### src/rtl/pw_pkg.sv
package pw_pkg;

  typedef enum logic [2:0] {
    ST_IDLE   = 3'd0,
    ST_RD_OUT = 3'd1,
    ST_RD_IN  = 3'd2,
    ST_DONE   = 3'd3,
    ST_FAULT  = 3'd4
  } walk_state_t;

  localparam logic [1:0] FLT_NONE  = 2'b00;
  localparam logic [1:0] FLT_OUTER = 2'b01;
  localparam logic [1:0] FLT_INNER = 2'b10;

endpackage

### src/rtl/pw_va_split.sv
module pw_va_split #(
  parameter int VA_W  = 32,
  parameter int IDX_W = 10,
  parameter int OFF_W = 12
) (
  input  logic [VA_W-1:0]  va,
  output logic [IDX_W-1:0] outer_idx,
  output logic [IDX_W-1:0] inner_idx,
  output logic [OFF_W-1:0] offset
);
  localparam int INNER_LSB = OFF_W;
  localparam int OUTER_LSB = OFF_W + IDX_W;

  assign outer_idx = va[OUTER_LSB +: IDX_W];
  assign inner_idx = va[INNER_LSB +: IDX_W];
  assign offset    = va[OFF_W-1:0];
endmodule

### src/rtl/pw_pte_decode.sv
module pw_pte_decode #(
  parameter int PTE_W     = 32,
  parameter int PA_W      = 32,
  parameter int OFF_W     = 12,
  parameter int VALID_BIT = 0,
  localparam int PN_W     = PA_W - OFF_W
) (
  input  logic [PTE_W-1:0] pte,
  output logic             pte_ok,
  output logic [PN_W-1:0]  pte_page
);
  logic unused_pte_bits;

  assign pte_ok          = pte[VALID_BIT];
  assign pte_page        = pte[PTE_W-1 -: PN_W];
  assign unused_pte_bits = ^pte;
endmodule

### src/rtl/pw_entry_addr.sv
module pw_entry_addr #(
  parameter int PA_W   = 32,
  parameter int OFF_W  = 12,
  parameter int IDX_W  = 10,
  parameter int ENT_SH = 2,
  localparam int PN_W  = PA_W - OFF_W
) (
  input  logic [PN_W-1:0]  tbl_page,
  input  logic [IDX_W-1:0] idx,
  output logic [PA_W-1:0]  addr
);
  logic [PA_W-1:0] tbl_base;
  logic [PA_W-1:0] idx_bytes;

  assign tbl_base  = {tbl_page, {OFF_W{1'b0}}};
  assign idx_bytes = PA_W'({idx, {ENT_SH{1'b0}}});
  assign addr      = tbl_base + idx_bytes;
endmodule

### src/rtl/pw_walk_fsm.sv
module pw_walk_fsm
  import pw_pkg::*;
(
  input  logic        clk,
  input  logic        rst,
  input  logic        req_fire,
  input  logic        rd_valid,
  input  logic        pte_ok,
  output walk_state_t st,
  output logic        issue_outer,
  output logic        issue_inner,
  output logic        fin_ok,
  output logic        flt_outer,
  output logic        flt_inner,
  output logic        to_idle
);
  walk_state_t nxt;

  always_comb begin
    nxt         = st;
    issue_outer = 1'b0;
    issue_inner = 1'b0;
    fin_ok      = 1'b0;
    flt_outer   = 1'b0;
    flt_inner   = 1'b0;
    case (st)
      ST_IDLE: begin
        if (req_fire) begin
          nxt         = ST_RD_OUT;
          issue_outer = 1'b1;
        end
      end
      ST_RD_OUT: begin
        if (rd_valid) begin
          if (pte_ok) begin
            nxt         = ST_RD_IN;
            issue_inner = 1'b1;
          end else begin
            nxt       = ST_FAULT;
            flt_outer = 1'b1;
          end
        end
      end
      ST_RD_IN: begin
        if (rd_valid) begin
          if (pte_ok) begin
            nxt    = ST_DONE;
            fin_ok = 1'b1;
          end else begin
            nxt       = ST_FAULT;
            flt_inner = 1'b1;
          end
        end
      end
      ST_DONE:  nxt = ST_IDLE;
      ST_FAULT: nxt = ST_IDLE;
      default:  nxt = ST_IDLE;
    endcase
  end

  assign to_idle = (nxt == ST_IDLE);

  always_ff @(posedge clk) begin
    if (rst) st <= ST_IDLE;
    else     st <= nxt;
  end
endmodule

### src/rtl/pt_walker.sv
module pt_walker
  import pw_pkg::*;
#(
  parameter int VA_W      = 32,
  parameter int PA_W      = 32,
  parameter int OFF_W     = 12,
  parameter int IDX_W     = 10,
  parameter int PTE_W     = 32,
  parameter int VALID_BIT = 0,
  localparam int PN_W     = PA_W - OFF_W
) (
  input  logic             clk,
  input  logic             rst,
  input  logic             req_valid,
  output logic             req_ready,
  input  logic [VA_W-1:0]  req_vaddr,
  input  logic [PN_W-1:0]  req_root_page,
  output logic             mem_rd_en,
  output logic [PA_W-1:0]  mem_rd_addr,
  input  logic             mem_rd_valid,
  input  logic [PTE_W-1:0] mem_rd_data,
  output logic             resp_valid,
  output logic [PA_W-1:0]  resp_paddr,
  output logic [1:0]       resp_fault
);
  localparam int ENT_BYTES = PTE_W / 8;
  localparam int ENT_SH    = $clog2(ENT_BYTES);

  walk_state_t     st;
  logic            req_fire;
  logic            issue_outer, issue_inner, fin_ok, flt_outer, flt_inner, to_idle;
  logic [VA_W-1:0] va_q;

  logic [IDX_W-1:0] in_outer_idx, unused_in_inner;
  logic [OFF_W-1:0] unused_in_off;
  logic [IDX_W-1:0] unused_q_outer, q_inner_idx;
  logic [OFF_W-1:0] q_offset;

  logic            pte_ok;
  logic [PN_W-1:0] pte_page;

  logic [PN_W-1:0]  sel_page;
  logic [IDX_W-1:0] sel_idx;
  logic [PA_W-1:0]  entry_addr;

  assign req_fire = req_valid && req_ready;

  pw_va_split #(.VA_W(VA_W), .IDX_W(IDX_W), .OFF_W(OFF_W)) i_split_req (
    .va(req_vaddr), .outer_idx(in_outer_idx),
    .inner_idx(unused_in_inner), .offset(unused_in_off)
  );

  pw_va_split #(.VA_W(VA_W), .IDX_W(IDX_W), .OFF_W(OFF_W)) i_split_held (
    .va(va_q), .outer_idx(unused_q_outer),
    .inner_idx(q_inner_idx), .offset(q_offset)
  );

  pw_pte_decode #(.PTE_W(PTE_W), .PA_W(PA_W), .OFF_W(OFF_W), .VALID_BIT(VALID_BIT)) i_pte (
    .pte(mem_rd_data), .pte_ok(pte_ok), .pte_page(pte_page)
  );

  // One adder serves both levels; the level being issued picks its inputs.
  assign sel_page = issue_inner ? pte_page    : req_root_page;
  assign sel_idx  = issue_inner ? q_inner_idx : in_outer_idx;

  pw_entry_addr #(.PA_W(PA_W), .OFF_W(OFF_W), .IDX_W(IDX_W), .ENT_SH(ENT_SH)) i_addr (
    .tbl_page(sel_page), .idx(sel_idx), .addr(entry_addr)
  );

  pw_walk_fsm i_fsm (
    .clk(clk), .rst(rst), .req_fire(req_fire), .rd_valid(mem_rd_valid),
    .pte_ok(pte_ok), .st(st), .issue_outer(issue_outer), .issue_inner(issue_inner),
    .fin_ok(fin_ok), .flt_outer(flt_outer), .flt_inner(flt_inner), .to_idle(to_idle)
  );

  always_ff @(posedge clk) begin
    if (rst) begin
      req_ready   <= 1'b1;
      va_q        <= '0;
      mem_rd_en   <= 1'b0;
      mem_rd_addr <= '0;
      resp_valid  <= 1'b0;
      resp_paddr  <= '0;
      resp_fault  <= FLT_NONE;
    end else begin
      req_ready  <= to_idle;
      mem_rd_en  <= issue_outer || issue_inner;
      resp_valid <= fin_ok || flt_outer || flt_inner;
      if (issue_outer) va_q <= req_vaddr;
      if (issue_outer || issue_inner) mem_rd_addr <= entry_addr;
      if (fin_ok) begin
        resp_paddr <= {pte_page, q_offset};
        resp_fault <= FLT_NONE;
      end else if (flt_outer) begin
        resp_paddr <= '0;
        resp_fault <= FLT_OUTER;
      end else if (flt_inner) begin
        resp_paddr <= '0;
        resp_fault <= FLT_INNER;
      end
    end
  end
endmodule

### config.mk
export PLATFORM = sky130hd
export DESIGN_NAME = pt_walker
export DESIGN_NICKNAME = d
export VERILOG_FILES = /design/src/rtl/pw_pkg.sv /design/src/rtl/pw_va_split.sv /design/src/rtl/pw_pte_decode.sv /design/src/rtl/pw_entry_addr.sv /design/src/rtl/pw_walk_fsm.sv /design/src/rtl/pt_walker.sv
export SDC_FILE = /design/constraint.sdc
export NUM_CORES = 1
export LEC_CHECK = 0
export BUFFER_PORTS_ARGS = -buffer_cell sky130_fd_sc_hd__buf_2
export CAP_MARGIN = 20
export CORE_MARGIN = 1
export CORE_UTILIZATION = 48
export CTS_CLUSTER_SIZE = 14
export DETAILED_ROUTE_END_ITERATION = 12
export PLACE_DENSITY = 0.76
export SLEW_MARGIN = 0
export SYNTH_ARGS = -nofsm -noshare
export SYNTH_HDL_FRONTEND = slang
export SYNTH_SLANG_ARGS = --single-unit
### constraint.sdc
create_clock -name clk -period 1.8 [get_ports clk]
set_input_delay 0.18 -clock clk [delete_from_list [all_inputs] [get_ports clk]]
set_output_delay 0.18 -clock clk [all_outputs]
set_load 0.005 [all_outputs]
==> summary.md <==
| Metric | Value |
|---|---|
| Post-synth ARST share | `0` |
| Hold path depth | `2` |
| CTS Sinks | `92` |
| Syn Inst Count | `390` |
| Area delta synth->final | `26.8%` |
| Vias in the first global route | `3371` |
| Met2 WL | `4910 µm` |
| H-Tree Depth | `3` |
| Predominant post-synthesis flop cell | `dfxtp_1` |
| Distinct cells, synth | `38` |
| Total CTS buffers | `9` |
| Fin crit period | `1.65 ns` |
| Post-synth EDFFs | `0` |
| Reg2reg end | `mem_rd_addr[30]` |
| Hold slack | `0.0492 ns` |
| Mapped Avg Cell Area | `9.75 µm²` |
| Post-CTS Setup Bufs | `0` |
| Die extent in x | `91.0 µm` |
| Fill count | `673` |
| Fin. Hold Viols | `0` |
| Layout Cells excl Fill | `620` |
| CTS tree | `built` |
| Seq/Total Area, Yosys | `0.485` |
| Reg area | `1850 µm²` |
| VDD IR max | `500 µV` |
| CP arrival | `1.89 ns` |
| Core Region | `7690 µm²` |
| Number of antenna violations at the first check in global routing | `0` |
| Critical path type | `reg -> reg` |
| Routed metal-1 wirelength | `4670 µm` |
| Reg2Reg Setup Slack | `0.15 ns` |
| Final ANT Viol Nets | `0` |
| Maxcap violations | `0` |
| Post-DP HPWL | `6730 µm` |
| Worst reg2reg startpoint | `i_fsm.st[1]` |
| CTS resizes | `0` |
| Hold worst-path end | `resp_paddr[24]` |
| RSZ-0062 raised after global routing | `false` |
| Detailed Route WL | `10300 µm` |
| Hold WC Path Type | `in -> reg` |
| Vias per cell | `5.82` |
| PortBufs | `143` |
| First-pass GRT wire length | `16900 µm` |
| Yosys reg bits | `92` |
| Clock Latency Late Sink | `0.35 ns` |
| RePlAce Congestion | `0.826` |
| Root Driver | `clkbuf_8` |
| GRT Overall Usage | `0.253` |
| Residual DRC | `0` |
| DRT iter0 DRCs | `227` |
| IO Count | `157` |
| Synthesis warning total | `0` |
| Req. time, crit path | `2.04 ns` |
| Metal3 WL | `592 µm` |
| Setup crit end kind | `flop` |
| Pwr/cell area | `897 nW/µm²` |
| Die ar. | `8280 µm²` |
| Status | `finished, final reports clean` |
| Layout cells sized above 1 | `0.359` |
| Final #Nets | `601` |
| Inst Count DP | `603` |
| Die H | `91.0 µm` |
| # hold bufs at CTS | `0` |
| Mapped Area | `3800 µm²` |
| Pin count of the biggest net entering global routing | `57` |
| Leak Pwr | `2.03 nW` |
| Final Max Tran Viols | `0` |
| Num rows | `32` |
| Clock Tree Buf Depth | `2` |
| Multi-input logic area | `1740 µm²` |
| Fin Setup TNS | `0 ns` |
| Top layer in use | `met4` |
| Clock transition at path regs | `0.10 ns` |
| Hold path startpoint | `mem_rd_data[24]` |
| Worst Path Max Fanout | `10` |
| Most frequent cells in the layout | `buf_2, dfxtp_1, nand3b_1, o21ai_0, a21oi_1` |
| Worst setup SP type | `flop` |
| Most common cell after layout, fill and taps aside | `buf_2` |
| Total congestion overflow | `0` |
| DRT Pass-1 Iters | `4` |
| Crit share post-route | `0.915` |
| Worst Reg-to-Reg Cells | `3` |
| Antenna diodes | `0` |
| Starting Density | `0.494` |
| Max Fclk | `607 MHz` |
| Post-DR wirelength/cell | `16.6 µm` |
| DR vias | `3608` |
| # setup viols final | `0` |
| Clock Skews | `0.0124 ns` |
==> state kept, by name, summed over array words and instances (netlist names) <==
name	cells
i_fsm.st	3
resp_valid	1
mem_rd_en	1
resp_paddr	32
mem_rd_addr	30
resp_fault	2
req_ready	1
va_q	22
==> metrics by stage <==
stage / setup WS [ns] / cell area, µm² / total power, mW / utilization
floorplan: 0.436 / 3800 / 2.63 / -
global placement: 0.235 / 4590 / 2.91 / 0.597
detailed placement: 0.177 / 4590 / 2.93 / 0.597
CTS: 0.154 / 4790 / 4.35 / 0.623
global route: 0.0492 / 4820 / 4.53 / 0.627
finish: 0.152 / 4820 / 4.32 / 0.627
==> cell families after synthesis <==
kind of cell    share of synthesized area
compound gates                      0.281
simple gates                        0.168
flops                               0.485
buf+inv                            0.0662
other cells                      0.000987
==> worst max-delay path: stages (launching register included) <==
cell	delay (ns)
dfxtp_1	0.43
nor4bb_4	0.40
nand2b_1	0.34
o221a_1	0.36
==> synth_stat cells (2+ instances only) <==
master,instances,area share
nand2b_1,4,0.0066
o221a_1,8,0.024
nor2_1,11,0.011
buf_2,18,0.024
dfxtp_1,92,0.48
clkbuf_1,24,0.024
buf_6,2,0.0059
nand3b_1,44,0.087
nor3_1,22,0.029
o21ai_0,44,0.058
buf_4,6,0.012
nor2b_1,2,0.0033
a21oi_1,35,0.046
a32o_1,32,0.084
a311oi_1,22,0.051
nor4b_1,2,0.0046
==> power by group <==
group          switching, mW  total, mW  internal (mW)
Combinational          0.360      0.657          0.298
Clock                  0.769       1.43          0.665
Sequential            0.0706       2.23           2.16
==> cell type report <==
type,count,area share
clock inverters,7,0.0169
clock buffers,9,0.0257
inverters,1,0.000779
multi-input cells,248,0.361
repair buffers,161,0.186
well taps,102,0.0265
flip-flops and latches,92,0.383
==> worst max-delay path by stage <==
stage | from | endpoint | cells after the start
after floorplan | req_ready | mem_rd_addr[23] | 5
after global placement | i_fsm.st[1] | mem_rd_addr[30] | 3
after detailed placement | i_fsm.st[1] | mem_rd_addr[24] | 3
after CTS | i_fsm.st[1] | mem_rd_addr[30] | 3
after global routing | i_fsm.st[1] | mem_rd_addr[2] | 4
final | i_fsm.st[1] | mem_rd_addr[30] | 3
==> routing by layer <==
layer / GRT usage / vias to the layer above
met1: 0.339 / 1721
met4: 0.0979 / 0
met2: 0.412 / 135
li1: - / 1740
met5: 0 / -
met3: 0.0394 / 12
No activity file was read; power rests on OpenSTA's default activity.
